**config.mk**
```make
export PLATFORM = sky130hd
export DESIGN_NAME = shared_pin_port
export DESIGN_NICKNAME = d
export VERILOG_FILES = /design/src/rtl/spp_pkg.sv /design/src/rtl/spp_sync.sv /design/src/rtl/spp_regs.sv /design/src/rtl/spp_pin_mux.sv /design/src/rtl/shared_pin_port.sv
export SDC_FILE = /design/constraint.sdc
export NUM_CORES = 1
export LEC_CHECK = 0
export BUFFER_PORTS_ARGS = -buffer_cell sky130_fd_sc_hd__buf_2
export CORE_MARGIN = 2
export CORE_UTILIZATION = 40
export CTS_BUF_LIST = sky130_fd_sc_hd__clkbuf_4
export DETAILED_ROUTE_END_ITERATION = 10
export GPL_TIMING_DRIVEN = 0
export PLACE_DENSITY = 0.78
export SYNTH_ARGS = -nofsm -noshare
export SYNTH_HDL_FRONTEND = slang
export SYNTH_SLANG_ARGS = --single-unit
```
**constraint.sdc**
```tcl
create_clock -name clk -period 0.9 [get_ports clk]
set_clock_uncertainty 0.05 [all_clocks]
set_input_delay 0.045 -clock clk [delete_from_list [all_inputs] [get_ports clk]]
set_output_delay 0.045 -clock clk [all_outputs]
set_load 0.005 [all_outputs]
```
**src/rtl/spp_pkg.sv**
```systemverilog
// Package: shared definitions for the shared-pin parallel port.
// Assumes a two-bit register address on the bus.
package spp_pkg;
    typedef enum logic [1:0] {
        SEL_DIR  = 2'd0,
        SEL_LAT  = 2'd1,
        SEL_PORT = 2'd2,
        SEL_NONE = 2'd3
    } reg_sel_e;
endpackage

```
**src/rtl/spp_sync.sv**
```systemverilog
// Two-flop synchronizer for the pad inputs.
// Assumes pad levels are asynchronous to clk; adds two clocks of latency.
module spp_sync #(
    parameter int W = 16
) (
    input  logic         clk,
    input  logic         rst_n,
    input  logic [W-1:0] d_async,
    output logic [W-1:0] q_sync
);
    logic [W-1:0] stage1_q;
    logic [W-1:0] stage2_q;

    // Purpose: shift the pad level through two flops.
    always_ff @(posedge clk) begin
        if (!rst_n) begin
            stage1_q <= '0;
            stage2_q <= '0;
        end else begin
            stage1_q <= d_async;
            stage2_q <= stage1_q;
        end
    end

    assign q_sync = stage2_q;

    AST_SYNC_TWO_CLK: assert property (@(posedge clk) disable iff (!rst_n)
        ($past(rst_n) && $past(rst_n, 2)) |-> (q_sync == $past(d_async, 2)));
endmodule

```
**src/rtl/spp_regs.sv**
```systemverilog
// Direction and output-latch registers with byte write enables.
// Assumes the write selects are already decoded; bits absent from IMPL_MASK
// are held at zero.
module spp_regs #(
    parameter int              NBYTES    = 2,
    parameter int              NPINS     = 8 * NBYTES,
    parameter logic [NPINS-1:0] IMPL_MASK = '1
) (
    input  logic              clk,
    input  logic              rst_n,
    input  logic              wr_dir,
    input  logic              wr_lat,
    input  logic [NPINS-1:0]  wdata,
    input  logic [NBYTES-1:0] be,
    output logic [NPINS-1:0]  dir_q,
    output logic [NPINS-1:0]  lat_q
);
    logic [NPINS-1:0] bit_we;

    // Purpose: expand byte enables to a per-bit write mask limited to real pins.
    for (genvar i = 0; i < NPINS; i++) begin : g_bitwe
        assign bit_we[i] = be[i / 8] & IMPL_MASK[i];
    end

    // Purpose: hold the direction bits; every real pin starts as an input.
    always_ff @(posedge clk) begin
        if (!rst_n)
            dir_q <= IMPL_MASK;
        else if (wr_dir)
            dir_q <= (dir_q & ~bit_we) | (wdata & bit_we);
    end

    // Purpose: hold the output latch bits.
    always_ff @(posedge clk) begin
        if (!rst_n)
            lat_q <= '0;
        else if (wr_lat)
            lat_q <= (lat_q & ~bit_we) | (wdata & bit_we);
    end

    AST_RESET_DIR_INPUT: assert property (@(posedge clk)
        !rst_n |=> (dir_q == IMPL_MASK && lat_q == '0));
    AST_DIR_HOLD: assert property (@(posedge clk) disable iff (!rst_n)
        (!wr_dir && $past(rst_n)) |=> $stable(dir_q));
    AST_ABSENT_ZERO: assert property (@(posedge clk) disable iff (!rst_n)
        ((dir_q | lat_q) & ~IMPL_MASK) == '0);
endmodule

```
**src/rtl/spp_pin_mux.sv**
```systemverilog
// Per-pin output ownership multiplexers.
// Assumes the peripheral owns a pin only while both its enable and its output
// enable are high; absent pins are never driven.
module spp_pin_mux #(
    parameter int               NPINS     = 16,
    parameter logic [NPINS-1:0] IMPL_MASK = '1
) (
    input  logic [NPINS-1:0] dir_q,
    input  logic [NPINS-1:0] lat_q,
    input  logic [NPINS-1:0] per_en,
    input  logic [NPINS-1:0] per_oe,
    input  logic [NPINS-1:0] per_dout,
    output logic [NPINS-1:0] pad_out,
    output logic [NPINS-1:0] pad_oe
);
    for (genvar i = 0; i < NPINS; i++) begin : g_pin
        if (IMPL_MASK[i]) begin : g_real
            logic periph_owns;
            // Purpose: pick the owner of this pin's data and enable.
            always_comb begin
                periph_owns = per_en[i] & per_oe[i];
                pad_oe[i]   = periph_owns ? per_oe[i]   : ~dir_q[i];
                pad_out[i]  = periph_owns ? per_dout[i] : lat_q[i];
            end
        end else begin : g_absent
            assign pad_oe[i]  = 1'b0;
            assign pad_out[i] = 1'b0;
        end
    end
endmodule

```
**src/rtl/shared_pin_port.sv**
```systemverilog
// Top: shared-pin parallel port with peripheral override.
// Assumes a single clock domain for the bus; pad inputs are asynchronous.
// Address 0 direction, 1 latch, 2 port, 3 unused.
module shared_pin_port
    import spp_pkg::*;
#(
    parameter int                    NBYTES    = 2,
    parameter logic [8*NBYTES-1:0]   IMPL_MASK = 16'h7EFF
) (
    input  logic                  clk,
    input  logic                  rst_n,
    input  logic                  bus_wr,
    input  logic [1:0]            bus_addr,
    input  logic [8*NBYTES-1:0]   bus_wdata,
    input  logic [NBYTES-1:0]     bus_be,
    output logic [8*NBYTES-1:0]   bus_rdata,
    input  logic [8*NBYTES-1:0]   per_en,
    input  logic [8*NBYTES-1:0]   per_oe,
    input  logic [8*NBYTES-1:0]   per_dout,
    output logic [8*NBYTES-1:0]   per_din,
    input  logic [8*NBYTES-1:0]   pad_in,
    output logic [8*NBYTES-1:0]   pad_out,
    output logic [8*NBYTES-1:0]   pad_oe
);
    localparam int NPINS = 8 * NBYTES;

    reg_sel_e         sel;
    logic             wr_dir;
    logic             wr_lat;
    logic [NPINS-1:0] dir_q;
    logic [NPINS-1:0] lat_q;
    logic [NPINS-1:0] pin_sync;
    logic [NPINS-1:0] pin_level;
    logic [NPINS-1:0] owned;

    // Purpose: decode the write target; a port-address write goes to the latch.
    always_comb begin
        sel    = reg_sel_e'(bus_addr);
        wr_dir = bus_wr && (sel == SEL_DIR);
        wr_lat = bus_wr && (sel == SEL_LAT || sel == SEL_PORT);
    end

    spp_regs #(
        .NBYTES    (NBYTES),
        .NPINS     (NPINS),
        .IMPL_MASK (IMPL_MASK)
    ) u_regs (
        .clk    (clk),
        .rst_n  (rst_n),
        .wr_dir (wr_dir),
        .wr_lat (wr_lat),
        .wdata  (bus_wdata),
        .be     (bus_be),
        .dir_q  (dir_q),
        .lat_q  (lat_q)
    );

    spp_sync #(.W(NPINS)) u_sync (
        .clk     (clk),
        .rst_n   (rst_n),
        .d_async (pad_in),
        .q_sync  (pin_sync)
    );

    spp_pin_mux #(
        .NPINS     (NPINS),
        .IMPL_MASK (IMPL_MASK)
    ) u_mux (
        .dir_q    (dir_q),
        .lat_q    (lat_q),
        .per_en   (per_en),
        .per_oe   (per_oe),
        .per_dout (per_dout),
        .pad_out  (pad_out),
        .pad_oe   (pad_oe)
    );

    // Purpose: hide absent pins from both the port read and the peripheral.
    assign pin_level = pin_sync & IMPL_MASK;
    assign per_din   = pin_level;

    // Purpose: select the read source for the addressed register.
    always_comb begin
        unique case (sel)
            SEL_DIR:  bus_rdata = dir_q;
            SEL_LAT:  bus_rdata = lat_q;
            SEL_PORT: bus_rdata = pin_level;
            default:  bus_rdata = '0;
        endcase
    end

    assign owned = per_en & per_oe & IMPL_MASK;

    AST_PERIPH_OVERRIDE: assert property (@(posedge clk) disable iff (!rst_n)
        ((pad_oe & owned) == owned) && ((pad_out & owned) == (per_dout & owned)));
    AST_PORT_DRIVES_FREE: assert property (@(posedge clk) disable iff (!rst_n)
        ((pad_oe & ~owned & IMPL_MASK) == (~dir_q & ~owned & IMPL_MASK)));
    AST_ABSENT_SILENT: assert property (@(posedge clk) disable iff (!rst_n)
        ((pad_oe | pad_out | per_din | bus_rdata) & ~IMPL_MASK) == '0);
    AST_PORT_WRITE_LATCH: assert property (@(posedge clk) disable iff (!rst_n)
        (bus_wr && bus_addr == 2'd2 && bus_be == '1) |=>
        (lat_q == ($past(bus_wdata) & IMPL_MASK)));
endmodule

```
==> results.txt, run 1 <==
pin count of the biggest net entering global routing = 18
max frequency = 645 MHz
max cap viols = 0
final instance area = 0.00412 mm^2
die height = 83.3 um
failing checks = setup timing
RSZ-0062 raised after global routing = true
Static Leakage = 2.11 nW
fin crit period = 1550 ps
placed cell area = 0.00331 mm^2
Chip Width = 83.3 um
Final ANT Viol Nets = 0
layout net count = 558
# diodes = 0
yosys warns = 0
DR iter-0 viols = 228
peak supply drop = 0.00108 V
vias = 2747
Final Non-Filler Cells = 543
CTS Root Cell = clkbuf_4
pins over their slew limit = 0
CTS Buf Count = 5
initial antenna violation count = 0
synthesis-to-layout area growth = 64.0%
Slew @ Worst Pin = 550 ps
Synth Register Bits = 56
vias in the first global route = 2836
Clk Latency, worst-skew pair = 380 ps
Final Setup Violations = 56
Post-Syn Instances = 278
Synth Area per Inst = 9.04 um^2
Synth top area share = 0.446
DP HPWL = 5670 um
synth unique cells = 17
setup ws final = -650 ps
share of cells above drive strength 1 = 0.517
routed wire length = 8670 um
starting density of the core = 0.419
drt pass-1 iters = 8
Tcrit/Tclk final = 1.72
# IOs = 151
Final Hold Vio Count = 0
most frequent cells in the layout = buf_2, nand2_1, dfxtp_2
outcome = complete, but fails checks
Die Footprint = 0.00693 mm^2
Slew Limit Headroom = 0.634
Clock transition at path regs = 160 ps
Clock Path Buffers = 2
Crit path required time = 810 ps
DR vias/cell = 5.06
site row count = 28
Final GP Congestion = 0.825
drt drc = 0
clk sink count = 56
CTS tree = done
H-tree Lvls = 2
worst setup path class = reg2out
Post-Syn Area = 0.00251 mm^2
total global-route track usage = 0.241
Remaining Overflow, GRT = 0
Hold Path Class = in2reg
dpl cells = 489
global-route wire length before repair = 13500 um
commonest non-fill, non-tap cell in the layout = buf_2
top post-synthesis cells by area = dfxtp_1, nand2_1, and2_1
# port buffers = 129
cell taking the most area after synthesis = dfxtp_1
Critical Path Start Type = flop
Placeable Area = 0.00599 mm^2
FILL cells = 434
Critical Path AT = 1450 ps
routed len/inst = 16.0 um
Crit Path Max Fanout = 3
crit end category = output port
Seq/Total Area, Yosys = 0.446
Pwr Density = 1200 mW/mm^2
## Yosys cell counts
master    instances
nor2_1           14
inv_1            16
nand4_1          14
and3_1            4
mux2_2           14
conb_1            1
buf_6             4
nand2_1          56
dfxtp_1          56
and2_1           28
o211ai_1         14
clkbuf_1          7
a222oi_1         14
mux2i_1          14
buf_4             9
ha_1              4
buf_2             9
## power breakdown
group          internal [W]  switching (W)  leakage (nW)
registers           0.00260      0.0000679         0.465
logic              0.000692       0.000511          1.62
clock network      0.000304       0.000791        0.0330
total               0.00360        0.00137          2.11
## final timing paths
path                                                      from                            to  slack (ps)  cells after the start
worst max-delay path                                      flop                 bus_rdata[14]        -650                      3
worst min-delay path                                     rst_n                          flop         110                      4
worst min register to register  u_sync.stage1_q[10]$_SDFF_PN0_  u_sync.q_sync[10]$_SDFF_PN0_         400                      1
worst max register to register                            flop                          flop          20                      4
## critical path, stage by stage (launching register included)
cell and delay (ps):
dfxtp_2 360, a222oi_1 430, nor2_1 120, buf_2 160
## timing repair
item | 4_1_cts | 5_1_grt
pin swaps | 15 | 12
buffers inserted | 12 | 9
hold buffers | 32 | 0
hold endpoints to repair | 42 | 0
gates resized for setup | 83 | 29
endpoints found under the setup margin | 56 | 58
## metal layers
metal,part of all wire,global-route usage
met1,0.40,0.285
met2,0.51,0.424
met3,0.080,0.0497
met5,0,0
met4,0.018,0.0939
## cell families (layout without fill, tap and decap cells)
| group | Yosys count | after routing | share of synthesized area |
|---|---|---|---|
| buffers and inverters | 45 | 228 | 0.0971 |
| AND/OR/NAND/NOR | 116 | 116 | 0.219 |
| multiplexers | 28 | 28 | 0.119 |
| adder cells (fa/ha/maj) | 4 | 4 | 0.0199 |
| AO/OA/AOI/OAI | 28 | 28 | 0.0976 |
| flip-flops | 56 | 56 | 0.446 |
| other | 1 | 8 | 0.00149 |
## through the flow
stage	util	power (W)	setup TNS [ps]	setup WS, ps	hold slack, ps
floorplan	-	0.00315	-153	-25.4	122
global placement	0.553	0.00357	-12550	-535	200
detailed placement	0.553	0.00359	-13350	-552	203
CTS	0.671	0.00489	-14530	-631	96.7
global route	0.688	0.00516	-16820	-695	113
finish	0.688	0.00497	-14620	-650	106
## layout make-up
class / instances / area [um^2] / share of cell area
clock buffers: 5 / 37.5 / 0.00911
plain buffers: 29 / 186 / 0.0452
inverters: 16 / 80.1 / 0.0194
repair buffers: 175 / 1260 / 0.306
well taps: 75 / 93.8 / 0.0228
clock inverters: 3 / 17.5 / 0.00425
flip-flops and latches: 56 / 1170 / 0.284
multi-input cells: 184 / 1270 / 0.308
Note: power is estimated with default switching activity, not from simulation.
==> run 2: changes to the inputs <==
Settings changed: RECOVER_POWER set to 100.
==> run 2 against run 1 <==
Net effect: the run still ends with setup timing left; setup slack better by 15 ps; fmax up 1.0%; non-clock buffer count unchanged; first-iteration DRC count down 16%; via count up 1.3%; flip-flop and latch count unchanged; wire length down 0.38%; sequential power about the same; largest power group unchanged.
==> results.txt, run 2 (same netlist as run 1, synthesis figures left out) <==
outcome = complete, but fails checks
failing checks = setup timing
Placeable Area = 0.00599 mm^2
Worst Path Buf+Inv = 1
# IOs = 151
FILL cells = 441
drt drc = 0
worst setup path class = reg2out
DR iter-0 viols = 192
Slew @ Worst Pin = 556 ps
worst-path cell chain = a222oi_1, nor2_1, buf_2
DR vias/cell = 5.13
synthesis-to-layout area growth = 62.7%
total global-route track usage = 0.241
Crit Path Max Fanout = 3
DP HPWL = 5670 um
Max stage delay on crit path = 440 ps
total power = 0.00494 W
Die Footprint = 0.00693 mm^2
Static Leakage = 2.09 nW
Final Non-Filler Cells = 543
CTS Buf Count = 5
Clock Path Buffers = 2
drt pass-1 iters = 5
Hold Path Class = in2reg
max frequency = 652 MHz
share of cells above drive strength 1 = 0.515
max cap viols = 0
Crit path required time = 810 ps
setup ws final = -634 ps
RSZ-0062 raised after global routing = true
pins over their slew limit = 0
global-route wire length before repair = 13500 um
Clk Latency, worst-skew pair = 380 ps
Critical Path Start Type = flop
Chip Width = 83.3 um
pre-CTS setup slack = -552 ps
Slew Limit Headroom = 0.629
layout net count = 558
CP delay by family, top = compound AO/OA/AOI/OAI gates
peak supply drop = 0.00108 V
# diodes = 0
vias in the first global route = 2836
dpl cells = 489
starting density of the core = 0.419
site row count = 28
pin count of the biggest net entering global routing = 18
routed len/inst = 15.9 um
Final Hold Vio Count = 0
slowest cell on the critical path = a222oi_1
Tcrit/Tclk final = 1.70
Pwr Density = 1210 mW/mm^2
Clock transition at path regs = 150 ps
internal reg-to-reg setup slack = 20 ps
Final ANT Viol Nets = 0
Final Setup Violations = 66
Remaining Overflow, GRT = 0
H-tree Lvls = 2
die height = 83.3 um
CTS Root Cell = clkbuf_4
routed wire length = 8640 um
Critical Path AT = 1440 ps
crit end category = output port
Reg2Reg Depth = 4
commonest non-fill, non-tap cell in the layout = buf_2
initial antenna violation count = 0
hold path cells = 4
CTS tree = done
most frequent cells in the layout = buf_2, nand2_1, dfxtp_2
vias = 2784
hold path startpoint = rst_n
fin crit period = 1530 ps
clk sink count = 56
Final GP Congestion = 0.825
# port buffers = 129
-- run 2: cell count changes in the layout (fill, tap and decap cells not counted) --
| cell | change |
|---|---|
| ha_4 | -1 |
| clkinv_1 | +1 |
| ha_2 | +1 |
| inv_8 | -1 |
| buf_2 | -2 |
| buf_4 | -1 |
| buf_6 | -2 |
| and2_0 | +13 |
| clkbuf_2 | +5 |
| and2_1 | -13 |
-- run 2: what timing repair did --
action | in CTS | in global routing
resized for setup | 83 | 29
hold buffers | 32 | 0
setup buffers | 12 | 9
setup endpoints to repair | 56 | 58
pin swaps | 15 | 12
hold endpoints to repair | 42 | 0
cloned | 0 | 0
-- run 2: report_power, final --
part	total (W)	switching, W	internal [W]
Sequential	0.00267	0.0000680	0.00260
Clock	0.00109	0.000786	0.000304
Combinational	0.00118	0.000506	0.000679
-- run 2: layout make-up --
| cell class | instances | area, um^2 | area share |
|---|---|---|---|
| timing repair buffer | 175 | 1260 | 0.309 |
| multi-input combinational | 184 | 1260 | 0.308 |
| sequential | 56 | 1170 | 0.287 |
| buffer | 29 | 171 | 0.0419 |
| tap | 75 | 93.8 | 0.0229 |
| inverter | 16 | 72.6 | 0.0177 |
| clock buffer | 5 | 37.5 | 0.00918 |
| clock inverter | 3 | 17.5 | 0.00428 |
-- run 2: stage by stage --
stage                util  hold WS (ps)  area [um^2]  setup TNS, ps
global route        0.683           113         4090         -18560
CTS                 0.671          96.7         4020         -14530
detailed placement  0.553           203         3310         -13350
floorplan               -           122         2570           -153
global placement    0.553           200         3310         -12550
finish              0.683           103         4090         -15030
-- run 2: how the worst max path moves through the flow --
stage,from,to,cells past startpoint
after global routing,flop,bus_rdata[14],3
final,flop,bus_rdata[14],3
after global placement,bus_addr[0],bus_rdata[5],7
after detailed placement,bus_addr[1],bus_rdata[14],7
after floorplan,bus_addr[1],bus_rdata[0],6
after CTS,flop,bus_rdata[14],3
-- run 2: metal layers --
layer | routed length, um | global-route usage
met5 | 0 | 0
met4 | 155 | 0.0939
met3 | 689 | 0.0497
met2 | 4390 | 0.424
met1 | 3410 | 0.285
-- run 2: worst min-delay path: cells and delay by family --
family | cells | cell delay [ps]
buf+inv | 2 | 340
mux | 1 | 50
simple gates | 1 | 80
